**src/rtl/es_baud_pkg.sv**
```systemverilog
package es_baud_pkg;

   // Rate code held in bits 1:0 of the speed register
   typedef enum logic [1:0] {
      RATE_FULL    = 2'b00,
      RATE_HALF    = 2'b01,
      RATE_QUARTER = 2'b10,
      RATE_RSVD    = 2'b11
   } rate_e;

   typedef struct packed {
      logic  enh;
      rate_e rate;
   } es_state_t;

   localparam es_state_t ES_RESET = '{enh: 1'b0, rate: RATE_FULL};

   // Maps a rate code to a tap of the divider chain (0 = undivided).
   // The undefined code falls back to the slowest available tap.
   function automatic int unsigned rate_tap(rate_e r, int unsigned max_tap);
      int unsigned t;
      case (r)
         RATE_FULL:    t = 0;
         RATE_HALF:    t = 1;
         RATE_QUARTER: t = 2;
         default:      t = 2;
      endcase
      if (t > max_tap) t = max_tap;
      return t;
   endfunction

endpackage

```
**src/rtl/es_phi2_delay.sv**
```systemverilog
module es_phi2_delay #(
   parameter int unsigned DLY = 3
) (
   input  logic clk,
   input  logic rst_n,
   input  logic phi2,
   output logic phi2_dly
);

   generate
      if (DLY == 0) begin : g_bypass
         assign phi2_dly = phi2;
      end else begin : g_shift
         logic [DLY-1:0] sh_q;
         always_ff @(posedge clk or negedge rst_n) begin
            if (!rst_n) sh_q <= '0;
            else if (DLY == 1) sh_q <= phi2;
            else sh_q <= {sh_q[DLY-2:0], phi2};
         end
         assign phi2_dly = sh_q[DLY-1];
      end
   endgenerate

endmodule

```
**src/rtl/es_addr_decode.sv**
```systemverilog
module es_addr_decode #(
   parameter int unsigned ADDR_W    = 16,
   parameter int unsigned OFF_W     = 8,
   parameter logic [7:0]  PAGE_A    = 8'hDE,
   parameter logic [7:0]  PAGE_B    = 8'hDF,
   parameter int unsigned SER_SPAN  = 4,
   parameter int unsigned CTL_OFF   = 3,
   parameter int unsigned ES_OFF    = 7
) (
   input  logic              page_sel,
   input  logic              phi2_dly,
   input  logic [ADDR_W-1:0] addr,
   output logic              ctl_hit,
   output logic              es_hit,
   output logic              ser_cs,
   output logic              es_cs
);

   localparam int unsigned HI_W = ADDR_W - OFF_W;

   logic [HI_W-1:0]  page_hi;
   logic [OFF_W-1:0] offset;
   logic [HI_W-1:0]  want_page;
   logic             page_hit;
   logic             ser_hit;

   assign page_hi   = addr[ADDR_W-1:OFF_W];
   assign offset    = addr[OFF_W-1:0];
   assign want_page = page_sel ? HI_W'(PAGE_B) : HI_W'(PAGE_A);
   assign page_hit  = (page_hi == want_page);

   assign ser_hit = page_hit && (offset < OFF_W'(SER_SPAN));
   assign ctl_hit = page_hit && (offset == OFF_W'(CTL_OFF));
   assign es_hit  = page_hit && (offset == OFF_W'(ES_OFF));

   assign ser_cs = phi2_dly && ser_hit;
   assign es_cs  = phi2_dly && es_hit;

endmodule

```
**src/rtl/es_mode_reg.sv**
```systemverilog
module es_mode_reg
   import es_baud_pkg::*;
#(
   parameter int unsigned DATA_W   = 8,
   parameter int unsigned NIB_W    = 4
) (
   input  logic              clk,
   input  logic              rst_n,
   input  logic              phi2_dly,
   input  logic              ctl_hit,
   input  logic              es_hit,
   input  logic              bus_rw,
   input  logic [DATA_W-1:0] wdata,
   output es_state_t         state
);

   logic      phi2_q;
   logic      cyc_end;
   es_state_t st_q;

   // A write is taken as the qualified phase ends, when data is settled
   assign cyc_end = phi2_q && !phi2_dly;

   always_ff @(posedge clk or negedge rst_n) begin
      if (!rst_n) begin
         phi2_q <= 1'b0;
         st_q   <= ES_RESET;
      end else begin
         phi2_q <= phi2_dly;
         if (cyc_end && !bus_rw) begin
            if (ctl_hit) st_q.enh  <= (wdata[NIB_W-1:0] == '0);
            if (es_hit)  st_q.rate <= rate_e'(wdata[1:0]);
         end
      end
   end

   assign state = st_q;

endmodule

```
**src/rtl/es_clk_div_mux.sv**
```systemverilog
module es_clk_div_mux
   import es_baud_pkg::*;
#(
   parameter int unsigned DIV_STAGES = 2
) (
   input  logic  clk,
   input  logic  rst_n,
   input  logic  enh,
   input  rate_e rate,
   output logic  baud_clk
);

   localparam int unsigned NTAP = DIV_STAGES + 1;

   logic [DIV_STAGES-1:0] cnt_q;
   logic [NTAP-1:0]       taps;
   int unsigned           sel;

   // Free-running: ratio changes never restart the count
   always_ff @(posedge clk or negedge rst_n) begin
      if (!rst_n) cnt_q <= '0;
      else        cnt_q <= cnt_q + 1'b1;
   end

   assign taps[0] = clk;
   generate
      for (genvar i = 1; i < NTAP; i++) begin : g_tap
         assign taps[i] = cnt_q[i-1];
      end
   endgenerate

   assign sel = rate_tap(rate, DIV_STAGES);

   always_comb begin
      baud_clk = clk;
      if (enh) baud_clk = taps[sel];
   end

endmodule

```
**src/rtl/es_baud_sel.sv**
```systemverilog
module es_baud_sel
   import es_baud_pkg::*;
#(
   parameter int unsigned ADDR_W     = 16,
   parameter int unsigned DATA_W     = 8,
   parameter int unsigned OFF_W      = 8,
   parameter logic [7:0]  PAGE_A     = 8'hDE,
   parameter logic [7:0]  PAGE_B     = 8'hDF,
   parameter int unsigned SER_SPAN   = 4,
   parameter int unsigned CTL_OFF    = 3,
   parameter int unsigned ES_OFF     = 7,
   parameter int unsigned PHI2_DLY   = 3,
   parameter int unsigned DIV_STAGES = 2
) (
   input  logic              clk,
   input  logic              rst_n,
   input  logic              page_sel,
   input  logic              phi2,
   input  logic [ADDR_W-1:0] bus_addr,
   input  logic              bus_rw,
   input  logic [DATA_W-1:0] bus_wdata,
   output logic              ser_cs,
   output logic              es_cs,
   output logic              es_oe,
   output logic [DATA_W-1:0] es_rdata,
   output logic              enh_mode,
   output logic              baud_clk
);

   localparam int unsigned FIELD_W = 3;

   generate
      if (ADDR_W <= OFF_W) begin : g_chk_addr
         $error("ADDR_W must exceed OFF_W");
      end
      if (DATA_W < FIELD_W + 1) begin : g_chk_data
         $error("DATA_W too narrow for the speed register");
      end
      if (CTL_OFF >= SER_SPAN) begin : g_chk_ctl
         $error("CTL_OFF must fall inside the controller span");
      end
      if (ES_OFF < SER_SPAN) begin : g_chk_es
         $error("ES_OFF must lie outside the controller span");
      end
      if (DIV_STAGES < 1) begin : g_chk_div
         $error("DIV_STAGES must be at least 1");
      end
   endgenerate

   logic      phi2_dly;
   logic      ctl_hit;
   logic      es_hit;
   es_state_t state;

   es_phi2_delay #(.DLY(PHI2_DLY)) u_dly (
      .clk      (clk),
      .rst_n    (rst_n),
      .phi2     (phi2),
      .phi2_dly (phi2_dly)
   );

   es_addr_decode #(
      .ADDR_W   (ADDR_W),
      .OFF_W    (OFF_W),
      .PAGE_A   (PAGE_A),
      .PAGE_B   (PAGE_B),
      .SER_SPAN (SER_SPAN),
      .CTL_OFF  (CTL_OFF),
      .ES_OFF   (ES_OFF)
   ) u_dec (
      .page_sel (page_sel),
      .phi2_dly (phi2_dly),
      .addr     (bus_addr),
      .ctl_hit  (ctl_hit),
      .es_hit   (es_hit),
      .ser_cs   (ser_cs),
      .es_cs    (es_cs)
   );

   es_mode_reg #(.DATA_W(DATA_W)) u_reg (
      .clk      (clk),
      .rst_n    (rst_n),
      .phi2_dly (phi2_dly),
      .ctl_hit  (ctl_hit),
      .es_hit   (es_hit),
      .bus_rw   (bus_rw),
      .wdata    (bus_wdata),
      .state    (state)
   );

   es_clk_div_mux #(.DIV_STAGES(DIV_STAGES)) u_div (
      .clk      (clk),
      .rst_n    (rst_n),
      .enh      (state.enh),
      .rate     (state.rate),
      .baud_clk (baud_clk)
   );

   assign es_oe    = es_cs && bus_rw;
   assign es_rdata = {{(DATA_W-FIELD_W){1'b0}}, state.enh, state.rate};
   assign enh_mode = state.enh;

endmodule

```
**config.mk**
```make
export PLATFORM = sky130hd
export DESIGN_NAME = es_baud_sel
export DESIGN_NICKNAME = d
export VERILOG_FILES = /design/src/rtl/es_baud_pkg.sv /design/src/rtl/es_phi2_delay.sv /design/src/rtl/es_addr_decode.sv /design/src/rtl/es_mode_reg.sv /design/src/rtl/es_clk_div_mux.sv /design/src/rtl/es_baud_sel.sv
export SDC_FILE = /design/constraint.sdc
export NUM_CORES = 1
export LEC_CHECK = 0
export BUFFER_PORTS_ARGS = -buffer_cell sky130_fd_sc_hd__buf_2
export CAP_MARGIN = 20
export CORE_UTILIZATION = 32
export DETAILED_ROUTE_END_ITERATION = 7
export GPL_TIMING_DRIVEN = 0
export PLACE_DENSITY = 0.7
export RECOVER_POWER = 100
export SLEW_MARGIN = 20
export SYNTH_ARGS = -nofsm -noshare
export SYNTH_HDL_FRONTEND = slang
export SYNTH_HIERARCHICAL = 1
export SYNTH_SLANG_ARGS = --single-unit
```
**constraint.sdc**
```tcl
create_clock -name clk -period 1 [get_ports clk]
set_input_delay 0.1 -clock clk [delete_from_list [all_inputs] [get_ports clk]]
set_output_delay 0.1 -clock clk [all_outputs]
set_load 0.02 [all_outputs]
```
# == Word-level counts from Yosys, hierarchy flattened ==
# Index checks and enable logic that the tools add are counted.
# totals
ff_bits,9
latch_bits,0
ram_bits,0
rom_bits,0
inputBits,29
word_cells,33
mem_count,0
# classes
n_addsub,1
multipliers,0
n_div,0
n_lt_le_gt_ge,3
eq_ne,4
shift,0
mux,6
n_bitwise,0
n_reduce_logical,14
# op_table
op,count
"== test 8 x 2 -> 1 bit, second input constant",1
"== test 8 x 3 -> 1 bit, second input constant",1
== test 8 bit,1
logical AND 1 bit,8
"less-than comparator 8 x 3 -> 1 bit, second input constant",1
zero test 4 bit,1
one-hot mux 2 bit (2 select lines),1
AND reduction 2 bit,2
"less-than comparator 2 x 3 -> 1 bit, second input constant",1
2-to-1 mux 1 bit,3
"adder 2 x 1 -> 2 bit, second input constant",1
binary-select mux 1 bit (select 2 bit),1
"== test 2 x 1 -> 1 bit, second input constant",1
"greater-than comparator 2 bit, second input constant",1
zero test 1 bit,2
zero test 2 bit,1
2-to-1 mux 2 bit,1

# == Depth between registers and ports, before layout ==
# Gate-level depths: netlist of run 1.
# depth
depth_word,7
mapped_depth,5
ltp_nobuf,5

# == Hierarchy ==
# Netlist of run 1, hierarchy kept.
# modules_own_cells
module,instances,cells_each,area_per_inst_um2,seq_area_each_um2
es_mode_reg,1,10,168.9,100.1
es_clk_div_mux,1,9,105.1,50.0
es_addr_decode,1,13,85.1,0.0
es_phi2_delay,1,3,75.1,75.1
es_baud_sel,1,8,55.1,0.0

==> results of run 1 <==
## worst reg2reg max path: cells and delay by family, from the launching register on
kind | cells | cell delay, ns
flops | 1 | 0.41
mux | 1 | 0.34
simple gates | 1 | 0.32
## power breakdown
part | switching (mW) | leakage (nW) | internal (mW)
combinational | 0.0505 | 0.280 | 0.0620
sequential | 0.00396 | 0.111 | 0.372
clock | 0.260 | 0.0310 | 0.311
total | 0.315 | 0.422 | 0.745
## sequential cells by signal (all words and copies together) (netlist names)
| name | cells |
|---|---|
| u_reg/phi2_q | 1 |
| u_reg/state | 3 |
| u_div/cnt_q | 2 |
| u_dly/g_shift.sh_q | 3 |
## stage by stage
stage                     util, %  area [um2]  instances
final                        59.2         810        102
after floorplan                 -         513         47
after detailed placement     50.6         692         94
after CTS                    58.2         795        101
after global routing         59.2         810        102
after global placement       50.6         692         94
## cells by family after synthesis
group           share of synthesized area, %
compound gates                          3.58
other cells                            0.767
mux                                     7.67
buf+inv                                 11.5
simple gates                            26.9
xor+xnor                                3.58
flops                                   46.0
## synthesized netlist by cell type, types with 2 or more instances
library cell / n / area share (%)
and4bb_1: 2 / 5.1
buf_4: 6 / 9.2
nand4_1: 2 / 2.6
nand2_1: 2 / 1.5
mux2_1: 2 / 4.6
dfrtp_1: 9 / 46
nor3_1: 2 / 2.0
inv_1: 3 / 2.3
## layer usage
metal  track usage (%)  wire length (um)
met3              8.15                95
met1              16.8               421
met4              2.42                 0
met5                 0                 0
met2              32.0               604
## final cells by class
cell class                 instances  share of cell area [%]
sequential                         9                    28.0
buffer                             6                    6.03
tap                               15                    2.32
timing repair buffer              35                    27.8
clock inverter                     1                   0.464
multi-input combinational         29                    29.8
inverter                           2                   0.927
clock buffer                       5                    4.64
## layout by cell type (no fill, tap or decap)
master         netlist  layout
dlygate4sd3_1        0       2
and4bb_2             1       1
clkbuf_2             0       1
buf_6                0       7
or4_4                1       1
conb_1               1       5
dfrtp_2              0       1
dfrtp_1              9       8
and3b_1              1       1
o21ai_0              1       1
nand4b_1             1       1
xor2_1               1       1
inv_1                3       3
buf_2                0      22
and2_1               1       1
clkbuf_1             0       2
mux2_4               1       1
clkbuf_4             0       3
xnor2_1              1       1
nor3_2               1       2
nor3_1               2       1
nor2_1               1       1
a211oi_4             0       1
and4bb_1             2       2
nor4b_2              0       1
nand2_1              2       2
nand4_1              2       2
buf_4                6       9
mux2_1               2       2
nor4_1               1       1
## what timing repair did
action,CTS,global route
buffers inserted,1,1
pin swaps,2,1
hold buffers,2,0
endpoints found under the hold margin,10,0
setup endpoints to repair,8,9
resized for setup,13,4
## worst max path at each step
stage / slack, ns / depth (start not counted) / endpoint / startpoint
global placement: -0.69 / 6 / u_reg/state[1]$_DFFE_PN0P_ / bus_addr[13]
finish: -0.41 / 6 / u_reg/state[1]$_DFFE_PN0P_ / bus_addr[13]
global route: -0.47 / 6 / es_oe / bus_addr[13]
CTS: -0.41 / 6 / u_reg/state[1]$_DFFE_PN0P_ / bus_addr[13]
floorplan: -0.50 / 5 / u_reg/state[0]$_DFFE_PN0P_ / bus_addr[13]
detailed placement: -0.71 / 6 / u_reg/state[1]$_DFFE_PN0P_ / bus_addr[13]
==> metrics.txt, run 1 <==
# TYPE chip_impl_metric gauge
chip_impl_metric{name="drt_pre_antenna_iters",unit=""} 3
chip_impl_metric{name="power.density",unit="nW/um2"} 1310
chip_impl_metric{name="max-cap-violations",unit=""} 0
chip_impl_metric{name="cp_slowest_stage_delay",unit="ns"} 0.47
chip_impl_metric{name="fillerInstances",unit=""} 123
chip_impl_metric{name="tritoncts.num_buffers",unit=""} 3
chip_impl_metric{name="slew_viol_final",unit=""} 0
chip_impl_metric{name="first_global_vias",unit=""} 482
chip_impl_metric{name="min_delay_path_depth",unit=""} 2
chip_impl_info{name="ctsRootBufferMaster",value="clkbuf_4"} 1
chip_impl_metric{name="initial_utilization",unit="%"} 35.8
chip_impl_info{name="crit-reg2reg-launch",value="u_dly/g_shift.sh_q[2]$_DFF_PN0_"} 1
chip_impl_metric{name="rows",unit=""} 13
chip_impl_metric{name="asyncSetResetFlopFracSynth",unit="%"} 100
chip_impl_metric{name="wl_per_cell",unit="um"} 11.0
chip_impl_metric{name="cts.htree.levels",unit=""} 1
chip_impl_info{name="grt_setup_unrepaired",value="true"} 1
chip_impl_metric{name="place.port_buffers",unit=""} 32
chip_impl_metric{name="setup_total_negative_slack",unit="ns"} -2.66
chip_impl_metric{name="ys_seq_area_share",unit="%"} 46.0
chip_impl_info{name="flip_flop_cell_with_the_highest_count_after_synthesis",value="dfrtp_1"} 1
chip_impl_metric{name="setup-violations-final",unit=""} 10
chip_impl_info{name="worstHoldStart",value="bus_wdata[0]"} 1
chip_impl_metric{name="nets",unit=""} 117
chip_impl_info{name="cp_slowest_cell",value="or4_4"} 1
chip_impl_metric{name="gp_routability_congestion",unit=""} 0.744
chip_impl_metric{name="arrival",unit="ns"} 1.56
chip_impl_metric{name="worst_ir_drop_vdd",unit="V"} 0.000958
chip_impl_metric{name="grt_antenna_before_repair",unit=""} 0
chip_impl_metric{name="number_of_drc_markers_in_iteration_0",unit=""} 8
chip_impl_metric{name="timing.final.crit_period",unit="ns"} 1.41
chip_impl_metric{name="post_synth_edffs",unit=""} 0
chip_impl_metric{name="chipHeight",unit="um"} 41.1
chip_impl_metric{name="finClkSkew",unit="ns"} 0.00177
chip_impl_metric{name="via_count",unit=""} 464
chip_impl_metric{name="clkTransAtPathRegs",unit="ns"} 0.07
chip_impl_metric{name="syn-instance-count",unit=""} 43
chip_impl_metric{name="routed_vias_inst",unit=""} 4.55
chip_impl_metric{name="seqCellArea",unit="um2"} 226
chip_impl_metric{name="fin_total_pwr",unit="mW"} 1.06
chip_impl_metric{name="crit_required",unit="ns"} 1.15
chip_impl_metric{name="final_hold_viol_count",unit=""} 0
chip_impl_metric{name="grt_pass1_wl",unit="um"} 1850
chip_impl_metric{name="route.detailed.drc",unit=""} 0
chip_impl_metric{name="hold-worst-slack",unit="ns"} 0.0671
chip_impl_metric{name="reg2reg_setup_slack",unit="ns"} -0.18
chip_impl_metric{name="post_route_cells_drive_above_1_share",unit="%"} 57.5
chip_impl_info{name="crit-reg2reg-capture",value="u_reg/state[1]$_DFFE_PN0P_"} 1
chip_impl_metric{name="syn_area_per_cell",unit="um2"} 11.4
chip_impl_metric{name="ios",unit=""} 42
chip_impl_metric{name="ant_nets",unit=""} 0
chip_impl_metric{name="clock_tree.buffer_depth",unit=""} 2
chip_impl_metric{name="core_ar",unit="um2"} 1370
chip_impl_info{name="violations",value="negative setup slack"} 1
chip_impl_metric{name="grt_overflow",unit=""} 0
chip_impl_metric{name="timing.critical_path.fanout_max",unit=""} 4
chip_impl_metric{name="multi_input_area",unit="um2"} 241
chip_impl_metric{name="floorplan.die.width",unit="um"} 41.1
chip_impl_metric{name="dp_worst_setup_slack",unit="ns"} -0.715
chip_impl_info{name="cts_tree",value="yes"} 1
chip_impl_info{name="critical_path.cell_chain",value="buf_6 > nand4b_1 > or4_4 > nor3_2 > and4bb_1 > mux2_1"} 1
chip_impl_metric{name="yosys_register_bits",unit=""} 9
chip_impl_metric{name="ff2ff_path_depth",unit=""} 2
chip_impl_metric{name="num_antenna_cells",unit=""} 0
chip_impl_metric{name="leakagePower",unit="nW"} 0.422
chip_impl_info{name="hold_end",value="u_reg/state[0]$_DFFE_PN0P_"} 1
chip_impl_info{name="startpoint_type",value="input port"} 1
chip_impl_info{name="hp-class",value="in2reg"} 1
chip_impl_metric{name="post-route-period-util",unit="%"} 141
chip_impl_metric{name="layout_setup_ws",unit="ns"} -0.415
chip_impl_metric{name="grt_max_degree",unit=""} 10
chip_impl_metric{name="synthesis.yosys.warnings",unit=""} 6
chip_impl_metric{name="totalWireLength",unit="um"} 1120
chip_impl_metric{name="syn_area",unit="um2"} 489
chip_impl_metric{name="timing.critical_path.buf_inv",unit=""} 1
chip_impl_metric{name="synth_cell_type_count",unit=""} 23
chip_impl_info{name="outcome",value="finished with violations"} 1
chip_impl_metric{name="floorplan.die_area",unit="um2"} 1690
chip_impl_metric{name="worst_skew_pair.late_latency",unit="ns"} 0.27
chip_impl_info{name="top_cell_family_by_delay_on_the_critical_path",value="simple AND/OR/NAND/NOR gates"} 1
chip_impl_info{name="setup.worst_path.class",value="in2reg"} 1
chip_impl_metric{name="area_delta_synth_final",unit="%"} 65.5
chip_impl_metric{name="fmax",unit="MHz"} 707
chip_impl_metric{name="globalRouteTotalUtil",unit="%"} 16.9
chip_impl_info{name="worstSetupEndpointType",value="register"} 1
Note: power is estimated with default switching activity, not from simulation.
==> inputs of run 2 (changes only) <==
--- a/config.mk
+++ b/config.mk
@@ -17,3 +17,4 @@
 export SYNTH_HDL_FRONTEND = slang
 export SYNTH_HIERARCHICAL = 1
 export SYNTH_SLANG_ARGS = --single-unit
+export TNS_END_PERCENT = 5
==> metrics.txt, run 2 (synthesis gave the netlist of run 1 again) <==
# TYPE chip_impl_metric gauge
chip_impl_metric{name="floorplan.die.width",unit="um"} 41.1
chip_impl_metric{name="power.density",unit="nW/um2"} 1290
chip_impl_metric{name="clkTransAtPathRegs",unit="ns"} 0.07
chip_impl_metric{name="grt_overflow",unit=""} 0
chip_impl_metric{name="floorplan.die_area",unit="um2"} 1690
chip_impl_metric{name="gp_routability_congestion",unit=""} 0.650
chip_impl_metric{name="nets",unit=""} 115
chip_impl_metric{name="post_route_cells_drive_above_1_share",unit="%"} 56.5
chip_impl_metric{name="setup-violations-final",unit=""} 8
chip_impl_metric{name="timing.final.crit_period",unit="ns"} 1.40
chip_impl_metric{name="ios",unit=""} 42
chip_impl_metric{name="rows",unit=""} 13
chip_impl_metric{name="area_delta_synth_final",unit="%"} 63.4
chip_impl_info{name="hp-class",value="in2reg"} 1
chip_impl_metric{name="slew_viol_final",unit=""} 0
chip_impl_metric{name="first_global_vias",unit=""} 383
chip_impl_info{name="violations",value="negative setup slack"} 1
chip_impl_metric{name="timing.critical_path.fanout_max",unit=""} 4
chip_impl_info{name="startpoint_type",value="input port"} 1
chip_impl_metric{name="place.port_buffers",unit=""} 32
chip_impl_info{name="mostFrequentLayoutCell",value="buf_2"} 1
chip_impl_metric{name="worst_ir_drop_vdd",unit="V"} 0.00135
chip_impl_metric{name="clock_tree.buffer_depth",unit=""} 2
chip_impl_metric{name="grt_max_degree",unit=""} 10
chip_impl_metric{name="max-cap-violations",unit=""} 0
chip_impl_info{name="outcome",value="finished with violations"} 1
chip_impl_metric{name="tritoncts.num_buffers",unit=""} 3
chip_impl_metric{name="crit_required",unit="ns"} 1.15
chip_impl_metric{name="placed_cell_area",unit="um2"} 683
chip_impl_metric{name="post_cts.repair.setup_buffers",unit=""} 0
chip_impl_metric{name="cts.htree.levels",unit=""} 1
chip_impl_metric{name="fin_total_pwr",unit="mW"} 1.03
chip_impl_metric{name="number_of_drc_markers_in_iteration_0",unit=""} 2
chip_impl_metric{name="grt_pass1_wl",unit="um"} 1560
chip_impl_metric{name="layout_setup_ws",unit="ns"} -0.403
chip_impl_info{name="setup.worst_path.class",value="in2reg"} 1
chip_impl_metric{name="totalWireLength",unit="um"} 1020
chip_impl_metric{name="wl_per_cell",unit="um"} 10.2
chip_impl_info{name="grt_setup_unrepaired",value="true"} 1
chip_impl_metric{name="drt_pre_antenna_iters",unit=""} 2
chip_impl_info{name="commonest_non_fill_non_tap_cells_in_the_layout",value="buf_2 (22), buf_4 (10), dfrtp_1 (9), conb_1 (5), buf_6 (4)"} 1
chip_impl_metric{name="routed_vias_inst",unit=""} 4.64
chip_impl_info{name="worstSetupEndpointType",value="register"} 1
chip_impl_metric{name="num_antenna_cells",unit=""} 0
chip_impl_metric{name="via_count",unit=""} 464
chip_impl_metric{name="setup_total_negative_slack",unit="ns"} -2.41
chip_impl_metric{name="worst_skew_pair.late_latency",unit="ns"} 0.27
chip_impl_metric{name="post-route-period-util",unit="%"} 140
chip_impl_metric{name="final_cell_area",unit="um2"} 800
chip_impl_metric{name="globalRouteTotalUtil",unit="%"} 15.1
chip_impl_metric{name="route.detailed.drc",unit=""} 0
chip_impl_metric{name="initial_utilization",unit="%"} 35.8
chip_impl_metric{name="dpl.hpwl",unit="um"} 777
chip_impl_info{name="ctsRootBufferMaster",value="clkbuf_4"} 1
chip_impl_metric{name="chipHeight",unit="um"} 41.1
chip_impl_metric{name="final_hold_viol_count",unit=""} 0
chip_impl_metric{name="leakagePower",unit="nW"} 0.433
chip_impl_info{name="cts_tree",value="yes"} 1
chip_impl_metric{name="arrival",unit="ns"} 1.56
chip_impl_metric{name="placed_cells",unit=""} 94
chip_impl_metric{name="grt_antenna_before_repair",unit=""} 0
chip_impl_metric{name="finClkSkew",unit="ns"} 0.00650
chip_impl_metric{name="core_ar",unit="um2"} 1370
chip_impl_metric{name="fmax",unit="MHz"} 713
chip_impl_metric{name="ant_nets",unit=""} 0
chip_impl_metric{name="instances_no_fill",unit=""} 100
-- run 2: repair_timing --
item                       in CTS  in global routing
setup endpoints to repair       8                 10
hold endpoints to repair       10                  0
pin swaps                       2                  2
gates resized for setup         6                  9
hold buffers                    2                  0
-- run 2: path summary, 6_finish.rpt --
kind / slack, ns / from / depth (start not counted) / endpoint
setup / recovery: -0.40 / bus_addr[13] / 6 / u_reg/state[1]$_DFFE_PN0P_
hold / removal: 0.06 / bus_wdata[0] / 2 / u_reg/state[0]$_DFFE_PN0P_
setup reg to reg: -0.18 / u_dly/g_shift.sh_q[2]$_DFF_PN0_ / 2 / u_reg/state[1]$_DFFE_PN0P_
hold reg to reg: 0.34 / u_dly/g_shift.sh_q[1]$_DFF_PN0_ / 0 / u_dly/g_shift.sh_q[2]$_DFF_PN0_
max in group asynchronous: 0.40 / rst_n / 2 / u_dly/g_shift.sh_q[1]$_DFF_PN0_
min in group asynchronous: 0.28 / rst_n / 2 / u_reg/phi2_q$_DFF_PN0_
-- run 2: area by class of cell --
cell class | count | area, um2
multi-input cells | 29 | 249
fillers | 127 | 567
flip-flops and latches | 9 | 225
inverters | 2 | 7.51
repair buffers | 33 | 206
well taps | 15 | 18.8
clock buffers | 5 | 43.8
clock inverters | 1 | 3.75
plain buffers | 6 | 45.0
-- run 2: per-stage QoR --
stage | setup slack [ns] | hold slack (ns) | utilization, %
floorplan | -0.504 | -0.196 | -
global placement | -0.697 | -0.0437 | 50.0
detailed placement | -0.713 | -0.0457 | 50.0
CTS | -0.387 | 0.0477 | 55.9
global route | -0.446 | 0.0400 | 58.5
finish | -0.403 | 0.0584 | 58.5
-- run 2: critical path: stages --
cell      delay (ns)
buf_6           0.09
nand4b_1        0.15
or4_4           0.47
nor3_2          0.15
and4bb_1        0.26
mux2_1          0.33
-- run 2: metal layers --
metal,global-route usage [%],up-vias,wire [um]
met5,0,-,0
met1,14.6,223,342
met3,6.52,0,57
met4,7.26,0,0
met2,27.0,12,623
li1,-,229,-
-- run 2: power by group --
group	switching, mW	internal (mW)	total [mW]
sequential	0.00371	0.372	0.376
combinational	0.0518	0.0637	0.116
clock	0.232	0.310	0.542
total	0.287	0.746	1.03
==> inputs of run 3 (changes only) <==
--- a/config.mk
+++ b/config.mk
@@ -7,10 +7,12 @@
 export LEC_CHECK = 0
 export BUFFER_PORTS_ARGS = -buffer_cell sky130_fd_sc_hd__buf_2
 export CAP_MARGIN = 20
-export CORE_UTILIZATION = 32
+export CELL_PAD_IN_SITES_DETAIL_PLACEMENT = 1
+export CELL_PAD_IN_SITES_GLOBAL_PLACEMENT = 1
+export CORE_UTILIZATION = 27
 export DETAILED_ROUTE_END_ITERATION = 7
 export GPL_TIMING_DRIVEN = 0
-export PLACE_DENSITY = 0.7
+export PLACE_DENSITY = 0.79
 export RECOVER_POWER = 100
 export SLEW_MARGIN = 20
 export SYNTH_ARGS = -nofsm -noshare
==> constraint.sdc (replaced) <==
create_clock -name clk -period 1.7 [get_ports clk]
set_input_delay 0.17 -clock clk [delete_from_list [all_inputs] [get_ports clk]]
set_output_delay 0.17 -clock clk [all_outputs]
set_load 0.02 [all_outputs]
==> metrics.txt, run 3 (synthesis gave the netlist of run 1 again) <==
# TYPE chip_impl_metric gauge
chip_impl_info{name="commonest_non_fill_non_tap_cells_in_the_layout",value="buf_2 (24), dfrtp_1 (9), clkbuf_1 (7), buf_4 (6), conb_1 (5)"} 1
chip_impl_metric{name="internal_power",unit="uW"} 377
chip_impl_metric{name="timing.critical_path.fanout_max",unit=""} 5
chip_impl_metric{name="routed_vias_inst",unit=""} 4.23
chip_impl_metric{name="clock_tree.buffer_depth",unit=""} 2
chip_impl_metric{name="slew_viol_final",unit=""} 0
chip_impl_metric{name="gp_routability_congestion",unit=""} 0.676
chip_impl_metric{name="initial_utilization",unit="%"} 28.6
chip_impl_info{name="ctsRootBufferMaster",value="clkbuf_4"} 1
chip_impl_metric{name="dpl.hpwl",unit="um"} 957
chip_impl_metric{name="num_antenna_cells",unit=""} 0
chip_impl_metric{name="fillerInstances",unit=""} 210
chip_impl_metric{name="leakagePower",unit="nW"} 0.379
chip_impl_metric{name="layout_setup_ws",unit="ns"} 0.134
chip_impl_metric{name="clockPowerShare",unit="%"} 47.7
chip_impl_metric{name="max-cap-violations",unit=""} 0
chip_impl_metric{name="crit_required",unit="ns"} 1.53
chip_impl_metric{name="setup-violations-final",unit=""} 0
chip_impl_metric{name="ios",unit=""} 42
chip_impl_metric{name="power.net_switching",unit="uW"} 168
chip_impl_metric{name="wl_per_cell",unit="um"} 10.6
chip_impl_info{name="worstSetupEndpointType",value="output port"} 1
chip_impl_metric{name="via_count",unit=""} 465
chip_impl_metric{name="core_ar",unit="um2"} 1710
chip_impl_metric{name="route.detailed.drc",unit=""} 0
chip_impl_metric{name="power.density",unit="nW/um2"} 738
chip_impl_metric{name="first_global_vias",unit=""} 480
chip_impl_info{name="grt_setup_unrepaired",value="false"} 1
chip_impl_metric{name="power.share.combinational",unit="%"} 11.8
chip_impl_metric{name="power_switching_share",unit="%"} 30.9
chip_impl_metric{name="final_core_utilization",unit="%"} 43.3
chip_impl_metric{name="share_seq_of_total_power",unit="%"} 40.6
chip_impl_metric{name="arrival",unit="ns"} 1.40
chip_impl_info{name="mostFrequentLayoutCell",value="buf_2"} 1
chip_impl_metric{name="grt_pass1_wl",unit="um"} 1900
chip_impl_metric{name="worst_ir_drop_vdd",unit="V"} 0.000445
chip_impl_metric{name="final_hold_viol_count",unit=""} 0
chip_impl_metric{name="nets",unit=""} 115
chip_impl_info{name="outcome",value="finished, final reports clean"} 1
chip_impl_info{name="hp-class",value="in2reg"} 1
chip_impl_metric{name="totalWireLength",unit="um"} 1170
chip_impl_metric{name="drt_pre_antenna_iters",unit=""} 3
chip_impl_metric{name="grt_antenna_before_repair",unit=""} 0
chip_impl_metric{name="grt_overflow",unit=""} 0
chip_impl_metric{name="rows",unit=""} 15
chip_impl_metric{name="floorplan.die_area",unit="um2"} 1990
chip_impl_metric{name="number_of_drc_markers_in_iteration_0",unit=""} 5
chip_impl_info{name="startpoint_type",value="clock port"} 1
chip_impl_metric{name="ant_nets",unit=""} 0
chip_impl_info{name="cts_tree",value="yes"} 1
chip_impl_metric{name="floorplan.die.width",unit="um"} 44.6
chip_impl_metric{name="globalRouteTotalUtil",unit="%"} 13.8
chip_impl_metric{name="grt_max_degree",unit=""} 10
chip_impl_metric{name="dp_worst_setup_slack",unit="ns"} -0.109
chip_impl_metric{name="area_delta_synth_final",unit="%"} 51.2
chip_impl_info{name="setup.worst_path.class",value="clk2out"} 1
chip_impl_metric{name="tritoncts.num_buffers",unit=""} 3
chip_impl_metric{name="chipHeight",unit="um"} 44.6
chip_impl_metric{name="cts.htree.levels",unit=""} 1
chip_impl_metric{name="finClkSkew",unit="ns"} 0.00346
chip_impl_metric{name="clkTransAtPathRegs",unit="ns"} 0.07
chip_impl_metric{name="post_route_cells_drive_above_1_share",unit="%"} 47.1
chip_impl_metric{name="place.port_buffers",unit=""} 32
chip_impl_metric{name="worst_skew_pair.late_latency",unit="ns"} 0.27
chip_impl_metric{name="setup_total_negative_slack",unit="ns"} 0
chip_impl_metric{name="post_cts.repair.setup_buffers",unit=""} 0
## run 3: metrics by stage
step | power, mW | cells | hold WS [ns] | cell area (um2)
after floorplan | 0.322 | 47 | -0.126 | 504
after global placement | 0.374 | 104 | 0.0258 | 696
after detailed placement | 0.377 | 104 | 0.0301 | 696
after CTS | 0.559 | 110 | 0.135 | 742
after global routing | 0.586 | 110 | 0.152 | 739
final | 0.546 | 110 | 0.142 | 739
## run 3: timing repair
item,in CTS,in global routing
setup endpoints to repair,0,3
endpoints found under the hold margin,10,0
gates resized for setup,0,1
hold buffers,2,0
## run 3: path summary, 6_finish.rpt
path | from | endpoint | slack [ns] | depth (start not counted)
worst min register to register | u_dly/g_shift.sh_q[1]$_DFF_PN0_ | u_dly/g_shift.sh_q[2]$_DFF_PN0_ | 0.35 | 0
min in group asynchronous | rst_n | u_reg/state[2]$_DFFE_PN0P_ | 0.37 | 2
max in group asynchronous | rst_n | u_dly/g_shift.sh_q[1]$_DFF_PN0_ | 1.00 | 2
worst max-delay path | clk | baud_clk | 0.13 | 5
worst min-delay path | bus_wdata[1] | u_reg/state[1]$_DFFE_PN0P_ | 0.14 | 2
worst max register to register | u_dly/g_shift.sh_q[2]$_DFF_PN0_ | u_reg/state[0]$_DFFE_PN0P_ | 0.54 | 2
## run 3: final cells by class
class,count,area (um2),area share [%]
multi-input combinational,29,229,31.0
sequential,9,225,30.5
timing repair buffer,33,166,22.5
buffer,6,45.0,6.09
tap,25,31.3,4.23
clock buffer,4,27.5,3.72
clock inverter,2,7.51,1.02
inverter,2,7.51,1.02
## run 3: power groups by stage
stage          combinational, mW  clock, mW  sequential (mW)
4_1_cts                   0.0640      0.274            0.221
3_3_place_gp              0.0582     0.0912            0.225
6_report                  0.0642      0.260            0.221
5_1_grt                   0.0715      0.293            0.222
3_5_place_dp              0.0605     0.0912            0.225
2_1_floorplan             0.0267     0.0709            0.225
## run 3: metal layers
metal	global-route usage, %	up-vias	routed length [um]
li1	-	229	-
met1	12.9	220	432
met2	23.8	14	642
met3	6.53	2	77
met4	9.09	0	12
met5	0	-	0
## run 3: critical path: stages
cell and delay, ns:
clkbuf_4 0.12, clkbuf_4 0.15, inv_1 0.06, a211oi_2 0.05, clkbuf_2 0.16
